==> src/rtl/io_trap_pkg.sv <==
package io_trap_pkg;
  parameter int unsigned BUS_AW = 16;
  parameter int unsigned SEL_LO = 4;
  parameter int unsigned SEL_HI = 7;
  localparam int unsigned SEL_W  = SEL_HI - SEL_LO + 1;
  localparam int unsigned PAGE_W = BUS_AW - SEL_HI - 1;
  localparam int unsigned PORT_W = SEL_LO;

  typedef enum logic {
    TRAP_IDLE = 1'b0,
    TRAP_HELD = 1'b1
  } trap_state_e;

  typedef struct packed {
    logic [PAGE_W-1:0] page;
    logic [PORT_W-1:0] port;
  } trap_cmd_t;
endpackage

==> src/rtl/io_trap_sync.sv <==
module io_trap_sync #(
  parameter int unsigned STAGES    = 2,
  parameter logic        RESET_VAL = 1'b1
) (
  input  logic clk,
  input  logic rst_n,
  input  logic d,
  output logic q
);
  generate
    if (STAGES <= 1) begin : g_single
      logic stage_q;
      always_ff @(posedge clk or negedge rst_n) begin
        if (!rst_n) stage_q <= RESET_VAL;
        else        stage_q <= d;
      end
      assign q = stage_q;
    end else begin : g_chain
      logic [STAGES-1:0] chain_q;
      logic [STAGES-1:0] chain_d;
      always_comb chain_d = {chain_q[STAGES-2:0], d};
      always_ff @(posedge clk or negedge rst_n) begin
        if (!rst_n) chain_q <= {STAGES{RESET_VAL}};
        else        chain_q <= chain_d;
      end
      assign q = chain_q[STAGES-1];
    end
  endgenerate
endmodule

==> src/rtl/io_trap_decode.sv <==
module io_trap_decode
  import io_trap_pkg::*;
#(
  parameter logic [SEL_W-1:0] WIN_MATCH = 4'h8
) (
  input  logic [BUS_AW-1:0] addr,
  output logic              hit,
  output trap_cmd_t         cmd
);
  always_comb begin
    hit      = (addr[SEL_HI:SEL_LO] == WIN_MATCH);
    cmd.page = addr[BUS_AW-1:SEL_HI+1];
    cmd.port = addr[SEL_LO-1:0];
  end
endmodule

==> src/rtl/io_trap_core.sv <==
module io_trap_core
  import io_trap_pkg::*;
(
  input  logic      clk,
  input  logic      rst_n,
  input  logic      iorq_n,
  input  logic      m1_n,
  input  logic      hit,
  input  logic      clr_act,
  input  trap_cmd_t cmd_in,
  output logic      armed,
  output trap_cmd_t cmd_q
);
  trap_state_e state_q, state_d;
  logic        iorq_prev_q;
  logic        set_req;
  logic        cap_en;

  always_comb begin
    set_req = iorq_prev_q && !iorq_n && m1_n && hit;
    state_d = state_q;
    if (clr_act)      state_d = TRAP_IDLE;
    else if (set_req) state_d = TRAP_HELD;
    cap_en = (state_d == TRAP_HELD) && (state_q == TRAP_IDLE);
  end

  always_ff @(posedge clk or negedge rst_n) begin
    if (!rst_n) begin
      state_q     <= TRAP_IDLE;
      iorq_prev_q <= 1'b1;
    end else begin
      state_q     <= state_d;
      iorq_prev_q <= iorq_n;
    end
  end

  always_ff @(posedge clk or negedge rst_n) begin
    if (!rst_n)      cmd_q <= '0;
    else if (cap_en) cmd_q <= cmd_in;
  end

  assign armed = (state_q == TRAP_HELD);
endmodule

==> src/rtl/io_trap_stall.sv <==
module io_trap_stall
  import io_trap_pkg::*;
#(
  parameter logic [SEL_W-1:0] WIN_MATCH   = 4'h8,
  parameter int unsigned      SYNC_STAGES = 2
) (
  input  logic              clk,
  input  logic              rst_n,
  input  logic [BUS_AW-1:0] cpu_addr,
  input  logic              cpu_iorq_n,
  input  logic              cpu_rd_n,
  input  logic              cpu_wr_n,
  input  logic              cpu_m1_n,
  input  logic              cpu_busack_n,
  output logic              cpu_wait_n,
  input  logic              cop_clr_n,
  output logic              cop_trap_n,
  output logic              cop_is_read,
  output logic              cop_is_write,
  output logic [PAGE_W-1:0] cop_page,
  output logic [PORT_W-1:0] cop_port,
  output logic              cop_bus_held
);
  logic      clr_n_s;
  logic      busack_n_s;
  logic      hit;
  logic      armed;
  trap_cmd_t cmd_now;
  trap_cmd_t cmd_q;

  io_trap_sync #(.STAGES(SYNC_STAGES), .RESET_VAL(1'b1)) clr_sync_i (
    .clk(clk), .rst_n(rst_n), .d(cop_clr_n), .q(clr_n_s)
  );

  io_trap_sync #(.STAGES(SYNC_STAGES), .RESET_VAL(1'b1)) ack_sync_i (
    .clk(clk), .rst_n(rst_n), .d(cpu_busack_n), .q(busack_n_s)
  );

  io_trap_decode #(.WIN_MATCH(WIN_MATCH)) decode_i (
    .addr(cpu_addr), .hit(hit), .cmd(cmd_now)
  );

  io_trap_core core_i (
    .clk(clk), .rst_n(rst_n), .iorq_n(cpu_iorq_n), .m1_n(cpu_m1_n),
    .hit(hit), .clr_act(!clr_n_s), .cmd_in(cmd_now),
    .armed(armed), .cmd_q(cmd_q)
  );

  always_comb begin
    cpu_wait_n   = !armed;
    cop_trap_n   = !armed;
    cop_is_read  = armed && !cpu_rd_n;
    cop_is_write = armed && !cpu_wr_n;
    cop_page     = cmd_q.page;
    cop_port     = cmd_q.port;
    cop_bus_held = !busack_n_s;
  end
endmodule

==> config.mk <==
export PLATFORM = sky130hd
export DESIGN_NAME = io_trap_stall
export DESIGN_NICKNAME = d
export VERILOG_FILES = /design/src/rtl/io_trap_pkg.sv /design/src/rtl/io_trap_sync.sv /design/src/rtl/io_trap_decode.sv /design/src/rtl/io_trap_core.sv /design/src/rtl/io_trap_stall.sv
export SDC_FILE = /design/constraint.sdc
export NUM_CORES = 1
export LEC_CHECK = 0
export ABC_AREA = 1
export BUFFER_PORTS_ARGS = -buffer_cell sky130_fd_sc_hd__buf_2
export CORE_MARGIN = 3
export CORE_UTILIZATION = 48
export CTS_CLUSTER_DIAMETER = 150
export CTS_CLUSTER_SIZE = 28
export DETAILED_ROUTE_END_ITERATION = 8
export PLACE_DENSITY = 0.88
export SYNTH_ARGS = -nofsm -noshare
export SYNTH_HDL_FRONTEND = slang
export SYNTH_HIERARCHICAL = 1
export SYNTH_SLANG_ARGS = --single-unit
==> constraint.sdc <==
create_clock -name clk -period 2.7 [get_ports clk]
set_clock_uncertainty 0.15 [all_clocks]
set_input_delay 0.405 -clock clk [delete_from_list [all_inputs] [get_ports clk]]
set_output_delay 0.405 -clock clk [all_outputs]
set_load 0.01 [all_outputs]
==> out/summary.txt, run 1 <==
========================================================================================
Outcome                                                                     finished, final reports clean
Routability congestion estimate                                                    0.671
Antenna diode count                                                                    0
Via-per-instance ratio                                                              4.59
Count of endpoints failing setup in the final report                                   0
Average wire length per cell after detail routing                                11.7 µm
Total buffers and inverters traversed by the critical path                             2
Number of register bits inferred by synthesis                                         18
Class of the most critical setup path                                       flip-flop to primary output
Site Rows                                                                             14
Leading cell type in the layout, fill and taps excluded                     sky130_fd_sc_hd__buf_2
Insertion delay to the later sink of the worst-skew pair                          280 ps
Starting utilization of the core area                                              0.544
Share of post-route cells with drive strength above 1                              0.487
Post-CTS setup buffer count                                                            0
Number of buffers created by CTS                                                       3
Mapped cell area                                                                 867 µm²
Number of library cell types mapped by synthesis                                      14
Top-Level Pins                                                                        41
# clock sinks                                                                         18
Peak VDD IR                                                                   0.000329 V
Mapped Avg Cell Area                                                            9.53 µm²
Cell family with the largest share of critical-path delay                     flip-flops
Worst Max-Slew Pin Slew                                                           387 ps
Largest net degree at the start of global routing                                     19
Syn Inst Count                                                                        91
TNS Setup                                                                           0 ps
Crit path launch type                                                          flip-flop
Clock tree from TritonCTS                                                          built
GR Util All Layers                                                                 0.152
Static Leak                                                                     0.606 nW
Arrival time of the worst setup path                                              970 ps
Cell type of the slowest stage on the worst timing path                     sky130_fd_sc_hd__dfstp_2
Smallest hold slack                                                              50.5 ps
TritonRoute pass-1 iters                                                               4
Synth area leader                                                           sky130_fd_sc_hd__dfrtp_1
Quantity of hold-fixing buffers added after cts                                        1
Endpoint class of the critical path                                         primary output
Core Footprint                                                                  1590 µm²
Total half-perimeter wirelength after legalization and detailed placement        1330 µm
Total Power Consumption                                                         0.528 mW
Final worst-path cycle share                                                       0.564
Remaining global-route overflow                                                        0
H-tree level count                                                                     1
Synth warnings                                                                         6
Min Tclk post-route                                                              1520 ps
Routed via count                                                                     656
Top area cells in the synthesized netlist                                   sky130_fd_sc_hd__dfrtp_1 38%, sky130_fd_sc_hd__dfstp_2 15%, sky130_fd_sc_hd__buf_4 11%
Root Buffer Master                                                          sky130_fd_sc_hd__clkbuf_4
Clock Tree Buf Depth                                                                   2
Count of final hold-check violations                                                   0
Proportion of netlist area held by the largest area contributor                    0.375
Final net count                                                                      144
Peak clock frequency supported by timing                                       0.656 GHz
Horizontal extent of the die                                                     48.5 µm
Gates resized, CTS repair                                                              0
Worst-path clk slew                                                               100 ps
Number of maximum-capacitance constraint violations                                    0
Starting DRC count in detailed routing                                                13
Total wire length                                                                1670 µm
Area added between synthesis and finish                                            16.9%
Syn Nets                                                                             115
Crit path required time                                                          2140 ps
Total placed cells including tap cells                                               138
Number of antenna violations at the first check in global routing                      0
Slowest cell delay on critical path                                               530 ps
Setup repair after global routing missed its margin                                   no
Die area                                                                        2350 µm²
Most frequent cells in the layout                                           40 x sky130_fd_sc_hd__buf_2, 26 x sky130_fd_sc_hd__nand2_1, 13 x sky130_fd_sc_hd__dfrtp_1
IO Port Bufs                                                                          40
Final ANT Viol Nets                                                                    0
Finished layout cell area                                                       1010 µm²
List of cells traversed by the critical path                                inv_1, buf_2
Sequential share of the synthesized area                                           0.527
Largest driver fanout on the critical path                                             1
Pwr/cell area                                                                 521 nW/µm²
First-pass GRT wire length                                                       2790 µm
Kind of path behind the tightest hold check                                 input pin to flip-flop
Final max-slew violation count                                                         0
Final non-filler cell total                                                          143
Vias in the first global route                                                       618
Placed Area                                                                      967 µm²
Die height                                                                       48.5 µm
Worst relative slew slack                                                          0.742
Number of design rule violations left after detail routing                             0
========================================================================================
-- synthesized netlist by cell type --
library cell              instances
sky130_fd_sc_hd__nand3_4          1
sky130_fd_sc_hd__nor2_8           1
sky130_fd_sc_hd__dfstp_2          5
sky130_fd_sc_hd__nor2_1           3
sky130_fd_sc_hd__nor2_2           2
sky130_fd_sc_hd__buf_2            2
sky130_fd_sc_hd__nand2_2          2
sky130_fd_sc_hd__inv_2            3
sky130_fd_sc_hd__dfrtp_1         13
sky130_fd_sc_hd__buf_4           13
sky130_fd_sc_hd__nand2_1         26
sky130_fd_sc_hd__inv_1            6
sky130_fd_sc_hd__nand4_1         12
sky130_fd_sc_hd__buf_6            2
-- registers in the layout, summed over array words and instances (netlist names) --
name	count
core_i/iorq_prev_q	1
ack_sync_i/g_chain.chain_q	2
clr_sync_i/g_chain.chain_q	2
core_i/armed	1
core_i/cmd_q	12
-- cells by family after synthesis --
kind of cell  share of synthesized area
buf+inv                           0.189
flops                             0.527
simple gates                      0.284
-- where the power goes --
| part | internal [mW] | total (mW) | switching [mW] |
|---|---|---|---|
| Clock | 0.0821 | 0.161 | 0.0791 |
| Sequential | 0.290 | 0.299 | 0.00913 |
| Combinational | 0.0298 | 0.0678 | 0.0380 |
| Total | 0.402 | 0.528 | 0.126 |
-- final timing paths --
| check | start | end | slack (ps) | cells after the start |
|---|---|---|---|---|
| worst max-delay path | ack_sync_i/g_chain.chain_q[1] | cop_bus_held | 1180 | 2 |
| max in group asynchronous | rst_n | clr_sync_i/g_chain.chain_q[0] | 1670 | 2 |
| worst max register to register | core_i/iorq_prev_q | core_i/cmd_q[9] | 1300 | 5 |
| worst min register to register | ack_sync_i/g_chain.chain_q[0] | ack_sync_i/g_chain.chain_q[1] | 220 | 0 |
| min in group asynchronous | rst_n | core_i/cmd_q[7] | 410 | 2 |
| worst min-delay path | cpu_busack_n | ack_sync_i/g_chain.chain_q[0] | 50 | 1 |
-- layer usage --
metal | routed length (µm) | vias up | global-route usage
met5 | 0 | - | 0
met4 | 15 | 0 | 0.0569
met3 | 74 | 2 | 0.0399
met2 | 933 | 19 | 0.284
met1 | 650 | 301 | 0.163
li1 | - | 334 | -
-- area by class of cell --
class / count / area, µm²
clock buffers: 4 / 36.3
fillers: 134 / 581
inverters: 9 / 33.8
multi-input cells: 47 / 246
flip-flops and latches: 18 / 457
well taps: 24 / 30.0
repair buffers: 41 / 210
-- per-stage QoR --
stage               utilization  worst slack (ps)
floorplan                     -              1310
global placement          0.607              1130
detailed placement        0.607              1070
CTS                       0.636              1170
global route              0.636              1120
finish                    0.636              1180
(Power assumes the default switching activity.)
==> run 2, diff against run 1 <==
--- a/config.mk
+++ b/config.mk
@@ -8,11 +8,11 @@
 export ABC_AREA = 1
 export BUFFER_PORTS_ARGS = -buffer_cell sky130_fd_sc_hd__buf_2
 export CORE_MARGIN = 3
-export CORE_UTILIZATION = 48
+export CORE_UTILIZATION = 40
 export CTS_CLUSTER_DIAMETER = 150
 export CTS_CLUSTER_SIZE = 28
 export DETAILED_ROUTE_END_ITERATION = 8
-export PLACE_DENSITY = 0.88
+export PLACE_DENSITY = 0.79
 export SYNTH_ARGS = -nofsm -noshare
 export SYNTH_HDL_FRONTEND = slang
 export SYNTH_HIERARCHICAL = 1
==> constraint.sdc (replaced) <==
create_clock -name clk -period 1.39 [get_ports clk]
set_clock_uncertainty 0.15 [all_clocks]
set_input_delay 0.2085 -clock clk [delete_from_list [all_inputs] [get_ports clk]]
set_output_delay 0.2085 -clock clk [all_outputs]
set_load 0.01 [all_outputs]
==> run 2 against run 1 <==
Net effect:
- first-iteration DRC count unchanged
- critical path depth is 1 higher
- highest routed layer unchanged
- cell area is 8.3% higher
- count of clock-buffer cells in the layout is the same
- sequential share of layout area is 3.4 points lower
- combinational power grew 110%
- core utilization decreased by 8.8 points
- via count grew 5.9%
- setup slack worse by 1100 ps
- global-route usage down 2.0 points
- sequential power grew 94%
- routed wire length is 4.2% higher
==> out/summary.txt, run 2 (synthesis results as in run 1) <==
========================================================================================
Outcome                                                                     finished, final reports clean
Most frequent cells in the layout                                           39 x sky130_fd_sc_hd__buf_2, 26 x sky130_fd_sc_hd__nand2_1, 13 x sky130_fd_sc_hd__dfrtp_1
Worst-path clk slew                                                               100 ps
Pwr/cell area                                                                 945 nW/µm²
Vias in the first global route                                                       633
Hold depth                                                                             3
R2R setup slack                                                                   100 ps
Die height                                                                       52.6 µm
Average wire length per cell after detail routing                                11.5 µm
Sequential standard cell area                                                    457 µm²
Share of post-route cells with drive strength above 1                              0.496
Peak VDD IR                                                                   0.000630 V
Die area                                                                        2760 µm²
Routability congestion estimate                                                    0.757
Smallest hold slack                                                              15.6 ps
Worst Reg-to-Reg Cells                                                                 5
Fin worst setup slack                                                            62.2 ps
Root Buffer Master                                                          sky130_fd_sc_hd__clkbuf_4
Filler Cells Inserted                                                                179
Largest registers                                                           core_i/cmd_q: 12 flops, ack_sync_i/g_chain.chain_q: 2 flops, clr_sync_i/g_chain.chain_q: 2 flops
Endpoint class of the critical path                                         primary output
TNS Setup                                                                           0 ps
Count of endpoints failing setup in the final report                                   0
Count of final hold-check violations                                                   0
Core Footprint                                                                  2000 µm²
Flip-flop count of the largest register after layout                                  12
Worst min-delay path endpoint                                               core_i/cmd_q[3]
Worst relative slew slack                                                          0.747
End of the worst register-to-register path                                  core_i/cmd_q[0]
IO Port Bufs                                                                          40
First-pass GRT wire length                                                       2670 µm
Area added between synthesis and finish                                            26.6%
Number of buffers created by CTS                                                       3
Class of the most critical setup path                                       flip-flop to primary output
Final max-slew violation count                                                         0
Setup repair after global routing missed its margin                                   no
Routed via count                                                                     695
Worst Max-Slew Pin Slew                                                           379 ps
Clock tree from TritonCTS                                                          built
Starting DRC count in detailed routing                                                13
Total wire length                                                                1740 µm
Remaining global-route overflow                                                        0
Antenna diode count                                                                    0
GR Util All Layers                                                                 0.132
Peak clock frequency supported by timing                                       0.753 GHz
Total half-perimeter wirelength after legalization and detailed placement        1340 µm
# clock sinks                                                                         18
Most flops, register                                                        core_i/cmd_q
Number of antenna violations at the first check in global routing                      0
Largest net degree at the start of global routing                                     19
Number of design rule violations left after detail routing                             0
TritonRoute pass-1 iters                                                               4
Startpoint of the worst hold path                                            cpu_addr[3]
Insertion delay to the later sink of the worst-skew pair                          280 ps
Top-Level Pins                                                                        41
Min Tclk post-route                                                              1330 ps
Crit path required time                                                          1030 ps
Via-per-instance ratio                                                              4.57
Final ANT Viol Nets                                                                    0
Placed Area                                                                      993 µm²
Largest driver fanout on the critical path                                             4
Site Rows                                                                             16
Static Leak                                                                     0.637 nW
Horizontal extent of the die                                                     52.6 µm
Leading cell type in the layout, fill and taps excluded                     sky130_fd_sc_hd__buf_2
Clock Tree Buf Depth                                                                   2
Starting utilization of the core area                                              0.433
Post-place setup slack                                                           37.0 ps
Final worst-path cycle share                                                       0.955
H-tree level count                                                                     1
Number of maximum-capacitance constraint violations                                    0
Finished layout cell area                                                       1100 µm²
Final net count                                                                      150
Reg2Reg Launch Point                                                        core_i/iorq_prev_q
Kind of path behind the tightest hold check                                 input pin to flip-flop
Crit path launch type                                                          flip-flop
Arrival time of the worst setup path                                              970 ps
Footprint of the multi-input gates                                               269 µm²
========================================================================================
==> run 2: per-stage QoR <==
step	utilization	total power, mW	cells
finish	0.548	1.04	152
global route	0.548	1.09	152
CTS	0.534	1.04	152
detailed placement	0.496	0.725	144
global placement	0.496	0.719	144
floorplan	-	0.666	91
==> run 2: how the worst max path moves through the flow <==
stage                                              from               to  slack [ps]  depth (start not counted)
after floorplan                      core_i/iorq_prev_q  core_i/cmd_q[0]         120                          6
final                                      core_i/armed     cop_is_write          60                          3
after global routing      ack_sync_i/g_chain.chain_q[1]     cop_bus_held          10                          2
after CTS                                    cpu_iorq_n  core_i/cmd_q[0]          30                          8
after global placement                      cpu_addr[6]  core_i/cmd_q[0]         120                          9
after detailed placement                    cpu_addr[6]  core_i/cmd_q[0]          40                          9
==> run 2: where the power goes <==
group          internal, mW  leakage [nW]  switching, mW  total [mW]
Sequential            0.564         0.230         0.0170       0.581
Combinational        0.0664         0.386         0.0776       0.144
Clock                 0.159        0.0210          0.153       0.312
==> run 2: final cells by class <==
| type | instances | area share |
|---|---|---|
| Multi-Input combinational cell | 48 | 0.245 |
| Timing Repair Buffer | 46 | 0.242 |
| Inverter | 9 | 0.0331 |
| Sequential cell | 18 | 0.416 |
| Clock buffer | 4 | 0.0331 |
| Tap cell | 27 | 0.0308 |
==> run 2: what timing repair did <==
action	in CTS	in global routing
buffers inserted	0	0
gates resized for setup	0	6
hold buffers	4	0
endpoints found under the setup margin	0	12
endpoints found under the hold margin	21	0
==> run 2: routing by layer <==
metal	vias up	GRT usage	routed length, µm
li1	348	-	-
met1	324	0.156	696
met2	21	0.225	932
met3	2	0.0370	97
met4	0	0.0468	17
met5	-	0	0
==> run 2: critical path: stages (launching register included) <==
cell                      delay, ps
sky130_fd_sc_hd__dfrtp_1        430
sky130_fd_sc_hd__inv_2          100
sky130_fd_sc_hd__nor2_2          30
sky130_fd_sc_hd__buf_2          130
==> run 3, diff against run 2 <==
--- a/config.mk
+++ b/config.mk
@@ -5,10 +5,9 @@
 export SDC_FILE = /design/constraint.sdc
 export NUM_CORES = 1
 export LEC_CHECK = 0
-export ABC_AREA = 1
 export BUFFER_PORTS_ARGS = -buffer_cell sky130_fd_sc_hd__buf_2
 export CORE_MARGIN = 3
-export CORE_UTILIZATION = 40
+export CORE_UTILIZATION = 39
 export CTS_CLUSTER_DIAMETER = 150
 export CTS_CLUSTER_SIZE = 28
 export DETAILED_ROUTE_END_ITERATION = 8
==> run 3 against run 2 <==
Net effect:
- the run now ends with setup timing left
- combinational power up 18%
- register-to-register slack worse by 420 ps
- global-route usage up 0.46 points
- routed wire length down 7.1%
- core utilization up 7.6 points
==> out/summary.txt, run 3 <==
========================================================================================
Number of design rule violations left after detail routing                             0
Fin worst setup slack                                                            -320 ps
Startpoint of the worst hold path                                             cpu_iorq_n
Outcome                                                                     finished, violations left
GR Util All Layers                                                                 0.136
Final ANT Viol Nets                                                                    0
Vias in the first global route                                                       555
Total placed cells including tap cells                                               106
Crit path required time                                                          1420 ps
Area added between synthesis and finish                                            42.0%
Number of antenna violations at the first check in global routing                      0
Fraction of registers with async set or reset after synthesis                       1.00
Syn Inst Count                                                                        54
Mapped Avg Cell Area                                                            15.0 µm²
Antenna diode count                                                                    0
Proportion of netlist area held by the largest area contributor                    0.402
TritonRoute pass-1 iters                                                               3
Failing checks                                                              setup timing
Final non-filler cell total                                                          127
Pwr/cell area                                                                 928 nW/µm²
Total Power Consumption                                                          1.06 mW
Count of endpoints failing setup in the final report                                  13
Syn Nets                                                                              78
Share of post-route cells with drive strength above 1                              0.647
Setup repair after global routing missed its margin                                  yes
Largest registers                                                           core_i/cmd_q: 12 flops, ack_sync_i/g_chain.chain_q: 2 flops, clr_sync_i/g_chain.chain_q: 2 flops
Post-place setup slack                                                           -427 ps
Most flops, register                                                        core_i/cmd_q
Number of buffers created by CTS                                                       3
Most frequent cells in the layout                                           40 x sky130_fd_sc_hd__buf_2, 16 x sky130_fd_sc_hd__dlygate4sd3_1, 12 x sky130_fd_sc_hd__dfrtp_1
Min Tclk post-route                                                              1710 ps
Worst relative slew slack                                                          0.745
Horizontal extent of the die                                                     51.5 µm
Average wire length per cell after detail routing                                12.8 µm
Remaining global-route overflow                                                        0
Leading cell type in the layout, fill and taps excluded                     sky130_fd_sc_hd__buf_2
IO Port Bufs                                                                          40
Mapped cell area                                                                 808 µm²
Most frequent cells after synthesis                                         13 x sky130_fd_sc_hd__buf_4, 13 x sky130_fd_sc_hd__dfrtp_1, 10 x sky130_fd_sc_hd__mux2_4
Class of the most critical setup path                                       flip-flop to flip-flop
Sequential share of the synthesized area                                           0.565
Die area                                                                        2650 µm²
Crit path launch type                                                          flip-flop
Top area cells in the synthesized netlist                                   sky130_fd_sc_hd__dfrtp_1 40%, sky130_fd_sc_hd__mux2_4 19%, sky130_fd_sc_hd__dfstp_2 16%
Arrival time of the worst setup path                                             1740 ps
Site Rows                                                                             15
Die height                                                                       51.5 µm
# clock sinks                                                                         18
Core Util, Final                                                                   0.624
Starting DRC count in detailed routing                                                 3
Count of final hold-check violations                                                   0
Peak VDD IR                                                                   0.000587 V
Total half-perimeter wirelength after legalization and detailed placement        1080 µm
Final max-slew violation count                                                         0
Final net count                                                                      127
Worst-path clk slew                                                               100 ps
H-tree level count                                                                     1
Synth area leader                                                           sky130_fd_sc_hd__dfrtp_1
Top_reg_cell synth                                                          sky130_fd_sc_hd__dfrtp_1
Via-per-instance ratio                                                              4.32
CP Launch Point                                                             core_i/iorq_prev_q
Static Leak                                                                     0.638 nW
Worst Max-Slew Pin Slew                                                           382 ps
Routed via count                                                                     549
Number of flops mapped to enable cells by yosys                                        0
Root Buffer Master                                                          sky130_fd_sc_hd__clkbuf_4
Starting utilization of the core area                                              0.439
Top-Level Pins                                                                        41
Number of library cell types mapped by synthesis                                      12
Largest net degree at the start of global routing                                     19
Total wire length                                                                1620 µm
Largest driver fanout on the critical path                                             6
TNS Setup                                                                       -3710 ps
Number of maximum-capacitance constraint violations                                    0
Final worst-path cycle share                                                        1.23
Endpoint class of the critical path                                            flip-flop
Peak clock frequency supported by timing                                       0.585 GHz
Number of register bits inferred by synthesis                                         18
Reg2Reg Launch Point                                                        core_i/iorq_prev_q
Clock tree from TritonCTS                                                          built
Kind of path behind the tightest hold check                                 input pin to flip-flop
First-pass GRT wire length                                                       2600 µm
Flip-flop count of the largest register after layout                                  12
Insertion delay to the later sink of the worst-skew pair                          280 ps
Synth warnings                                                                         6
Clock Tree Buf Depth                                                                   2
Core Footprint                                                                  1840 µm²
Routability congestion estimate                                                    0.627
========================================================================================
## run 3: cell count changes in the layout (fill, tap and decap cells not counted), moves of 2 or more
cell                            before  now
sky130_fd_sc_hd__nand3_4             2    0
sky130_fd_sc_hd__buf_6               2    0
sky130_fd_sc_hd__inv_2               3    0
sky130_fd_sc_hd__nor2_2              2    0
sky130_fd_sc_hd__mux2_4              0   10
sky130_fd_sc_hd__dlygate4sd3_1       4   16
sky130_fd_sc_hd__and2b_1             0    2
sky130_fd_sc_hd__nand4_1            12    0
sky130_fd_sc_hd__mux2_2              0    2
sky130_fd_sc_hd__nand2_1            26    0
sky130_fd_sc_hd__or3_4               0    2
sky130_fd_sc_hd__nor2_1              3    0
## run 3: report_power, final
group	internal (mW)	leakage [nW]	switching [mW]	total, mW
sequential	0.564	0.228	0.0164	0.580
combinational	0.109	0.388	0.0610	0.170
clock	0.159	0.0210	0.154	0.314
total	0.833	0.638	0.232	1.06
## run 3: path summary, 6_finish.rpt
kind | endpoint | slack [ps] | cells after the start
worst max-delay path | core_i/cmd_q[8] | -320 | 3
max in group asynchronous | ack_sync_i/g_chain.chain_q[0] | 560 | 2
worst min-delay path | core_i/armed | 130 | 3
worst max register to register | core_i/cmd_q[8] | -320 | 3
min in group asynchronous | core_i/cmd_q[4] | 210 | 2
worst min register to register | ack_sync_i/g_chain.chain_q[1] | 210 | 0
## run 3: per-stage QoR
stage | area (µm²) | hold slack, ps
finish | 1150 | 129
global route | 1150 | 122
CTS | 1150 | 99.8
detailed placement | 938 | -0.187
global placement | 938 | -5.83
floorplan | 808 | -237
## run 3: critical path, stage by stage (launching register included)
cell and delay [ps]:
sky130_fd_sc_hd__dfstp_2 530, sky130_fd_sc_hd__nand4b_1 170, sky130_fd_sc_hd__or3_4 440, sky130_fd_sc_hd__mux2_4 320
## run 3: timing repair
action | 4_1_cts | 5_1_grt
setup buffers | 0 | 0
endpoints found under the hold margin | 33 | 0
setup endpoints to repair | 13 | 14
cloned | 1 | 0
hold buffers | 16 | 0
resized for setup | 1 | 1
pin swaps | 0 | 0
## run 3: routing by layer
metal | up-vias | track usage | routed length [µm]
li1 | 262 | - | -
met1 | 263 | 0.154 | 641
met2 | 22 | 0.250 | 866
met3 | 2 | 0.0258 | 84
met4 | 0 | 0.0524 | 27
met5 | - | 0 | 0
## run 3: kinds of logic (layout without fill, tap and decap cells)
| logic type | Yosys count | in the layout | synth area share |
|---|---|---|---|
| DFF | 18 | 18 | 0.565 |
| buffers and inverters | 18 | 65 | 0.153 |
| muxes | 12 | 12 | 0.214 |
| and+or+nand+nor | 5 | 6 | 0.0619 |
| AOI/OAI and AO/OA | 1 | 1 | 0.00619 |
## run 3: cell type report
type / count / area (µm²)
clock buffers: 4 / 36.3
fillers: 159 / 692
inverters: 4 / 15.0
multi-input cells: 19 / 239
flip-flops and latches: 18 / 458
well taps: 25 / 31.3
repair buffers: 57 / 368
